## src/rtl/motor_cfg_port.sv

```systemverilog
module motor_cfg_port #(
  parameter int SYNC_STAGES = 2
) (
  input  logic       clk,
  input  logic       rst_n,
  input  logic       ser_clk_i,
  input  logic       ser_data_i,
  input  logic       ser_latch_i,
  input  logic [2:0] step_clk_i,
  output logic [5:0] mode_cfg_o,
  output logic [5:0] stp1_cfg_o,
  output logic [5:0] stp2_cfg_o,
  output logic [5:0] ch56_cfg_o
);
  localparam int NIN = 6;
  localparam logic [7:0] STP_IMM = 8'h20, STP_RT = 8'hC0, STP_DM = 8'h1C;
  localparam logic [7:0] MIC_IMM = 8'hC8, MIC_RT = 8'h30, MIC_DM = 8'h04;

  logic [NIN-1:0] sy [SYNC_STAGES+1];
  logic [NIN-1:0] now, prev;
  logic [7:0] shreg, cfg0;
  logic [7:0] shadow [3];
  logic [7:0] app [3];
  logic [7:0] app_nx [3];
  logic [7:0] imm_m [3], rt_m [3], dm_m [3];
  logic [2:0] pend_rt, pend_dm, fall_seen;
  logic       lat_micro;
  logic       sclk_rise, commit;
  logic [2:0] st_rise, st_fall;
  logic [1:0] sel;

  always_ff @(posedge clk) begin
    if (!rst_n) begin
      for (int i = 0; i <= SYNC_STAGES; i++) sy[i] <= '0;
    end else begin
      sy[0] <= {step_clk_i, ser_latch_i, ser_data_i, ser_clk_i};
      for (int i = 1; i <= SYNC_STAGES; i++) sy[i] <= sy[i-1];
    end
  end

  assign now       = sy[SYNC_STAGES-1];
  assign prev      = sy[SYNC_STAGES];
  assign sclk_rise = now[0] & ~prev[0];
  assign commit    = now[2] & ~prev[2];
  assign st_rise   = now[5:3] & ~prev[5:3];
  assign st_fall   = ~now[5:3] & prev[5:3];
  assign sel       = shreg[1:0];

  always_ff @(posedge clk) begin
    if (!rst_n) shreg <= '0;
    else if (sclk_rise) shreg <= {now[1], shreg[7:1]};
  end

  always_comb begin
    for (int k = 0; k < 2; k++) begin
      imm_m[k] = STP_IMM;
      rt_m[k]  = STP_RT;
      dm_m[k]  = STP_DM;
    end
    imm_m[2] = cfg0[7] ? MIC_IMM : 8'hFC;
    rt_m[2]  = lat_micro ? MIC_RT : 8'h00;
    dm_m[2]  = lat_micro ? MIC_DM : 8'h00;
  end

  always_comb begin
    for (int k = 0; k < 3; k++) begin
      logic [7:0] m;
      m = ((pend_rt[k] & st_rise[k]) ? rt_m[k] : 8'h00)
        | ((pend_dm[k] & fall_seen[k] & st_rise[k]) ? dm_m[k] : 8'h00);
      app_nx[k] = (app[k] & ~m) | (shadow[k] & m);
    end
  end

  always_ff @(posedge clk) begin
    if (!rst_n) begin
      cfg0      <= '0;
      lat_micro <= 1'b0;
      pend_rt   <= '0;
      pend_dm   <= '0;
      fall_seen <= '0;
      for (int k = 0; k < 3; k++) begin
        shadow[k] <= '0;
        app[k]    <= '0;
      end
    end else begin
      if (commit && sel == 2'b00) cfg0 <= shreg;
      if (commit && sel == 2'b11) lat_micro <= cfg0[7];
      for (int k = 0; k < 3; k++) begin
        if (commit && sel == 2'(k + 1)) begin
          shadow[k]    <= shreg;
          app[k]       <= (app[k] & ~imm_m[k]) | (shreg & imm_m[k]);
          pend_rt[k]   <= (k < 2) || cfg0[7];
          pend_dm[k]   <= (k < 2) || cfg0[7];
          fall_seen[k] <= 1'b0;
        end else begin
          app[k] <= app_nx[k];
          if (st_rise[k] && pend_rt[k]) pend_rt[k] <= 1'b0;
          if (st_rise[k] && pend_dm[k] && fall_seen[k]) begin
            pend_dm[k]   <= 1'b0;
            fall_seen[k] <= 1'b0;
          end else if (st_fall[k] && pend_dm[k]) begin
            fall_seen[k] <= 1'b1;
          end
        end
      end
    end
  end

  assign mode_cfg_o = cfg0[7:2];
  assign stp1_cfg_o = app[0][7:2];
  assign stp2_cfg_o = app[1][7:2];
  assign ch56_cfg_o = app[2][7:2];

  a_r1_shift_lsb_first: assert property (@(posedge clk) disable iff (!rst_n)
    sclk_rise |=> shreg[6:0] == $past(shreg[7:1]));
  a_r3_mode_at_latch: assert property (@(posedge clk) disable iff (!rst_n)
    !$stable(mode_cfg_o) |-> $past(commit) && $past(sel) == 2'b00);
  a_r4_hold_at_latch: assert property (@(posedge clk) disable iff (!rst_n)
    !$stable(stp1_cfg_o[3]) |-> $past(commit) && $past(sel) == 2'b01);
  a_r5_rst_en_on_step: assert property (@(posedge clk) disable iff (!rst_n)
    !$stable(stp1_cfg_o[5:4]) |-> $past(st_rise[0]));
  a_r6_dir_mode_after_fall: assert property (@(posedge clk) disable iff (!rst_n)
    !$stable(stp2_cfg_o[2:0]) |-> $past(st_rise[1]) && $past(fall_seen[1]));
  a_r10_own_clock: assert property (@(posedge clk) disable iff (!rst_n)
    !$stable(stp2_cfg_o[5:4]) |-> $past(st_rise[1]));
endmodule

```

## config.mk

```make
export PLATFORM = sky130hd
export DESIGN_NAME = motor_cfg_port
export DESIGN_NICKNAME = d
export VERILOG_FILES = /design/src/rtl/motor_cfg_port.sv
export SDC_FILE = /design/constraint.sdc
export NUM_CORES = 1
export LEC_CHECK = 0
export CAP_MARGIN = 20
export CORE_MARGIN = 10
export CORE_UTILIZATION = 45
export DETAILED_ROUTE_END_ITERATION = 10
export DONT_BUFFER_PORTS = 1
export GPL_TIMING_DRIVEN = 1
export SLEW_MARGIN = 40
export SYNTH_ARGS = -nofsm -noshare
export SYNTH_HDL_FRONTEND = slang
export SYNTH_SLANG_ARGS = --single-unit
```

## constraint.sdc

```tcl
create_clock -name clk -period 1.3 [get_ports clk]
set_input_delay 0.26 -clock clk [delete_from_list [all_inputs] [get_ports clk]]
set_output_delay 0.26 -clock clk [all_outputs]
set_load 0.05 [all_outputs]
```

==> run summary <==
The first-pass iteration count of the detailed router came out at 4. The net count of the finished layout is 280. The number of buffers inserted by post-CTS setup repair is 0. By area the synthesized netlist is led by edfxtp_1 33%, dfxtp_1 29%, mux2i_1 8.5%, and2_1 5.7%, nor2b_1 4.8%. Counting the fill cells in the layout gives 532. The post-synthesis sequential element count is 72.

The count of yosys warnings during synthesis came out at 0. The first routing iteration left 44 violations. The multi-input combinational cell area is 1110 sq um. Max-cap violations in this run came to 0. The maximum net fanout on the critical path is 4.

The initial antenna violation count came out at 0. The clock period minus final worst setup slack is 1.29 ns. The final instance area came out at 3410 sq um. The clock passes through at most 2 buffers.

After detailed routing, the number of remaining DRC violations is 0. For this run, the slowest stage of the critical path takes 0.37 ns. The first global-routing pass estimated 8550 microns of wire.

The min-delay analysis places its worst path in the category in -> reg. STA puts the critical path data required time at 1.38 ns. Routability-driven placement finished with a final weighted congestion of 0.721. The data arrival time at the worst-slack endpoint is 1.37 ns. The total buffers and inverters traversed by the critical path came out at 0. The simple-gate portion of the synthesized area came out at 22.5%. The final worst-path cycle share is 99.0%. The average detailed-routed wire length per instance came out at 14.2 microns. The routed via count divided by cell count is 4.86. The maximum vdd drop is 0.000795 V.

The sort of element at the start of the critical path is a register. Summing the sequential cell areas from Yosys gives 61.7% of the chip area. The overall die height is 99.4 microns. The type of element capturing the critical path is a register. Hold is met by 0.0399 ns.

The via count of the first global-routing pass came out at 1711. The main combinational cell family by area after synthesis is simple AND/OR/NAND/NOR gates. The final-report setup violation count is 0. On the final layout, the worst clock skew is 0.00510 ns. The count of H-tree levels built during CTS is 3. The CTS buffer count is 9. The synthesized netlist devotes 0% of its cell area to XOR and XNOR gates.

From left edge to right edge, the die measures 99.4 microns. The fmax is 777 MHz. The complex-gate fraction of the synthesized area came out at 4.23%. The reported leakage power is 1.26 nW. After floorplanning, the core was divided into 28 placement rows.

The total routing usage reported by global routing came out at 10.8%. The routed layout has 1709 vias. The number of hold-slack violations in the final timing report is 0. The summed instance area of the synthesized netlist is 2840 sq um. The cell at the slowest stage of the critical path is dfxtp_4. The run finished with clean final reports. The setup TNS after final layout is 0 ns. The critical path is of the reg -> reg type.

The total number of clock tree sinks came out at 72. The share of Yosys cell area claimed by the top area cell type came out at 32.8%. The starting utilization of the core area came out at 47.1%.

In the final layout, flip-flops and latches occupy 1770 sq um. The fraction of layout cells with a size suffix above 1 came out at 23.5%. The post-synthesis share of cell area spent on full adders, half adders and majority gates came out at 0%. The TritonCTS clock tree is built. The estimated wirelength of the detail-placed design came out at 3400 microns. The total wire length is 4980 microns. The number of pins exceeding their max-slew limit in the final report came to 0.

The cell accounting for the most synthesized area is edfxtp_1. The post-placement cell count came out at 337. The number of distinct library cell variants in the gate-level netlist after synthesis came out at 27.

Summed over all layers, the global routing overflow is 0. The clock-pin slew reported for the worst setup and hold paths after clock tree synthesis is 0.07 ns. The worst-skew pair later-pin latency came out at 0.34 ns. The number of routed nets with antenna violations is 0. Traced cell by cell, the critical path runs through and4bb_4, nor3b_4, mux2i_1.

Grouping stages by cell kind, the critical path spends the most delay in simple AND/OR/NAND/NOR gates. The core region is 6030 sq um. Entering global routing, the biggest net connects 65 pins. The final antenna diode count is 0. The area of the die is 9890 sq um. The average size of a mapped cell is 12.2 sq um. The number of ports placed on the die boundary is 32. The multiplexer share of the synthesized area came out at 9.65%. From synthesis to final layout, the design area changed by 20.3%.

The quantity of I/O buffers inserted on ports came out at 0. The filler-free cell count of the finished design came out at 352. Summing all placed instances gives a cell area of 3180 sq um. The synthesized netlist cell count came out at 232. In this run the clock root is driven by a clkbuf_8.

In this run the power density over the cells is 1280 nW/um^2. Setup repair after global routing could not meet its margin everywhere. The final design utilization came out at 56.7%.
final timing paths:
kind / start / end / slack, ns / cells past startpoint
min reg2reg: sy[0][0] / sy[0][6] / 0.43 / 1
max reg2reg: shreg[0] / app[1][4] / 0.01 / 3
min: step_clk_i[1] / sy[0][4] / 0.04 / 1
max: shreg[0] / app[1][4] / 0.01 / 3
Yosys cell counts (all sizes together):
library cell,number
nor4b,1
a2bb2oi,1
mux2i,24
and3,3
nor3,1
edfxtp,31
and4bb,2
nand3b,3
a21oi,7
nor3b,4
a22o,1
and2,26
nand2b,9
o21ai,2
nor2,4
nor2b,22
dfxtp,41
clkbuf,7
nand2,27
a32o,5
mux2,3
inv,3
o21a,1
conb,1
buf,3
cell usage in the layout, fill, tap and decap left out, drive strengths merged:
cell type / Yosys / routed
a21oi: 7 / 7
a22o: 1 / 1
a2bb2oi: 1 / 1
a32o: 5 / 5
and2: 26 / 26
and3: 3 / 3
and4bb: 2 / 2
buf: 3 / 30
clkbuf: 7 / 14
clkinv: 0 / 2
conb: 1 / 10
dfxtp: 41 / 41
edfxtp: 31 / 31
inv: 3 / 3
mux2: 3 / 3
mux2i: 24 / 24
nand2: 27 / 27
nand2b: 9 / 9
nand3b: 3 / 3
nor2: 4 / 4
nor2b: 22 / 22
nor3: 1 / 1
nor3b: 4 / 4
nor4b: 1 / 1
o21a: 1 / 1
o21ai: 2 / 2
power breakdown:
part / total, W / switching [W] / leakage, nW / internal [W]
Combinational: 0.000223 / 0.000137 / 0.502 / 0.0000862
Sequential: 0.00246 / 0.0000508 / 0.656 / 0.00241
Clock: 0.00168 / 0.000767 / 0.102 / 0.000909
Total: 0.00436 / 0.000955 / 1.26 / 0.00341
what timing repair did:
item / CTS / global route
pin swaps: 2 / 6
endpoints found under the setup margin: 42 / 40
hold buffers: 0 / 0
resized for setup: 8 / 10
metrics by stage:
| stage | power [W] | setup slack, ns |
|---|---|---|
| 6_report | 0.00436 | 0.0130 |
| 5_1_grt | 0.00452 | -0.0751 |
| 4_1_cts | 0.00442 | 0.00141 |
| 3_5_place_dp | 0.00274 | -0.114 |
| 3_3_place_gp | 0.00274 | -0.0837 |
| 2_1_floorplan | 0.00269 | -0.0650 |
kinds of logic after synthesis:
kind of cell,after synthesis
AOI/OAI and AO/OA,17
buffers and inverters,13
DFF,72
muxes,27
other,1
and+or+nand+nor,102
sequential cells by signal, summed over array words and instances (netlist names), named ones only:
name and cells:
pend_rt 3, sy 17, pend_dm 3, app 15, shadow 13, shreg 8
fall_seen 3, cfg0 6, lat_micro 1
metal layers:
metal  track usage, %  routed length (microns)  vias to the layer above
met3             3.88                      260                        9
li1                 -                        -                      865
met5                0                        0                        -
met2             15.2                     2150                       38
met1             14.0                     2480                      797
met4             5.95                       91                        0
cell type report:
| type | count | share of cell area [%] |
|---|---|---|
| Clock buffer | 14 | 5.39 |
| Tap cell | 75 | 2.75 |
| Multi-Input combinational cell | 156 | 32.6 |
| Sequential cell | 72 | 51.9 |
| Timing Repair Buffer | 30 | 6.82 |
| Inverter | 3 | 0.330 |
| Clock inverter | 2 | 0.293 |
Note: power is estimated with default switching activity, not from simulation.
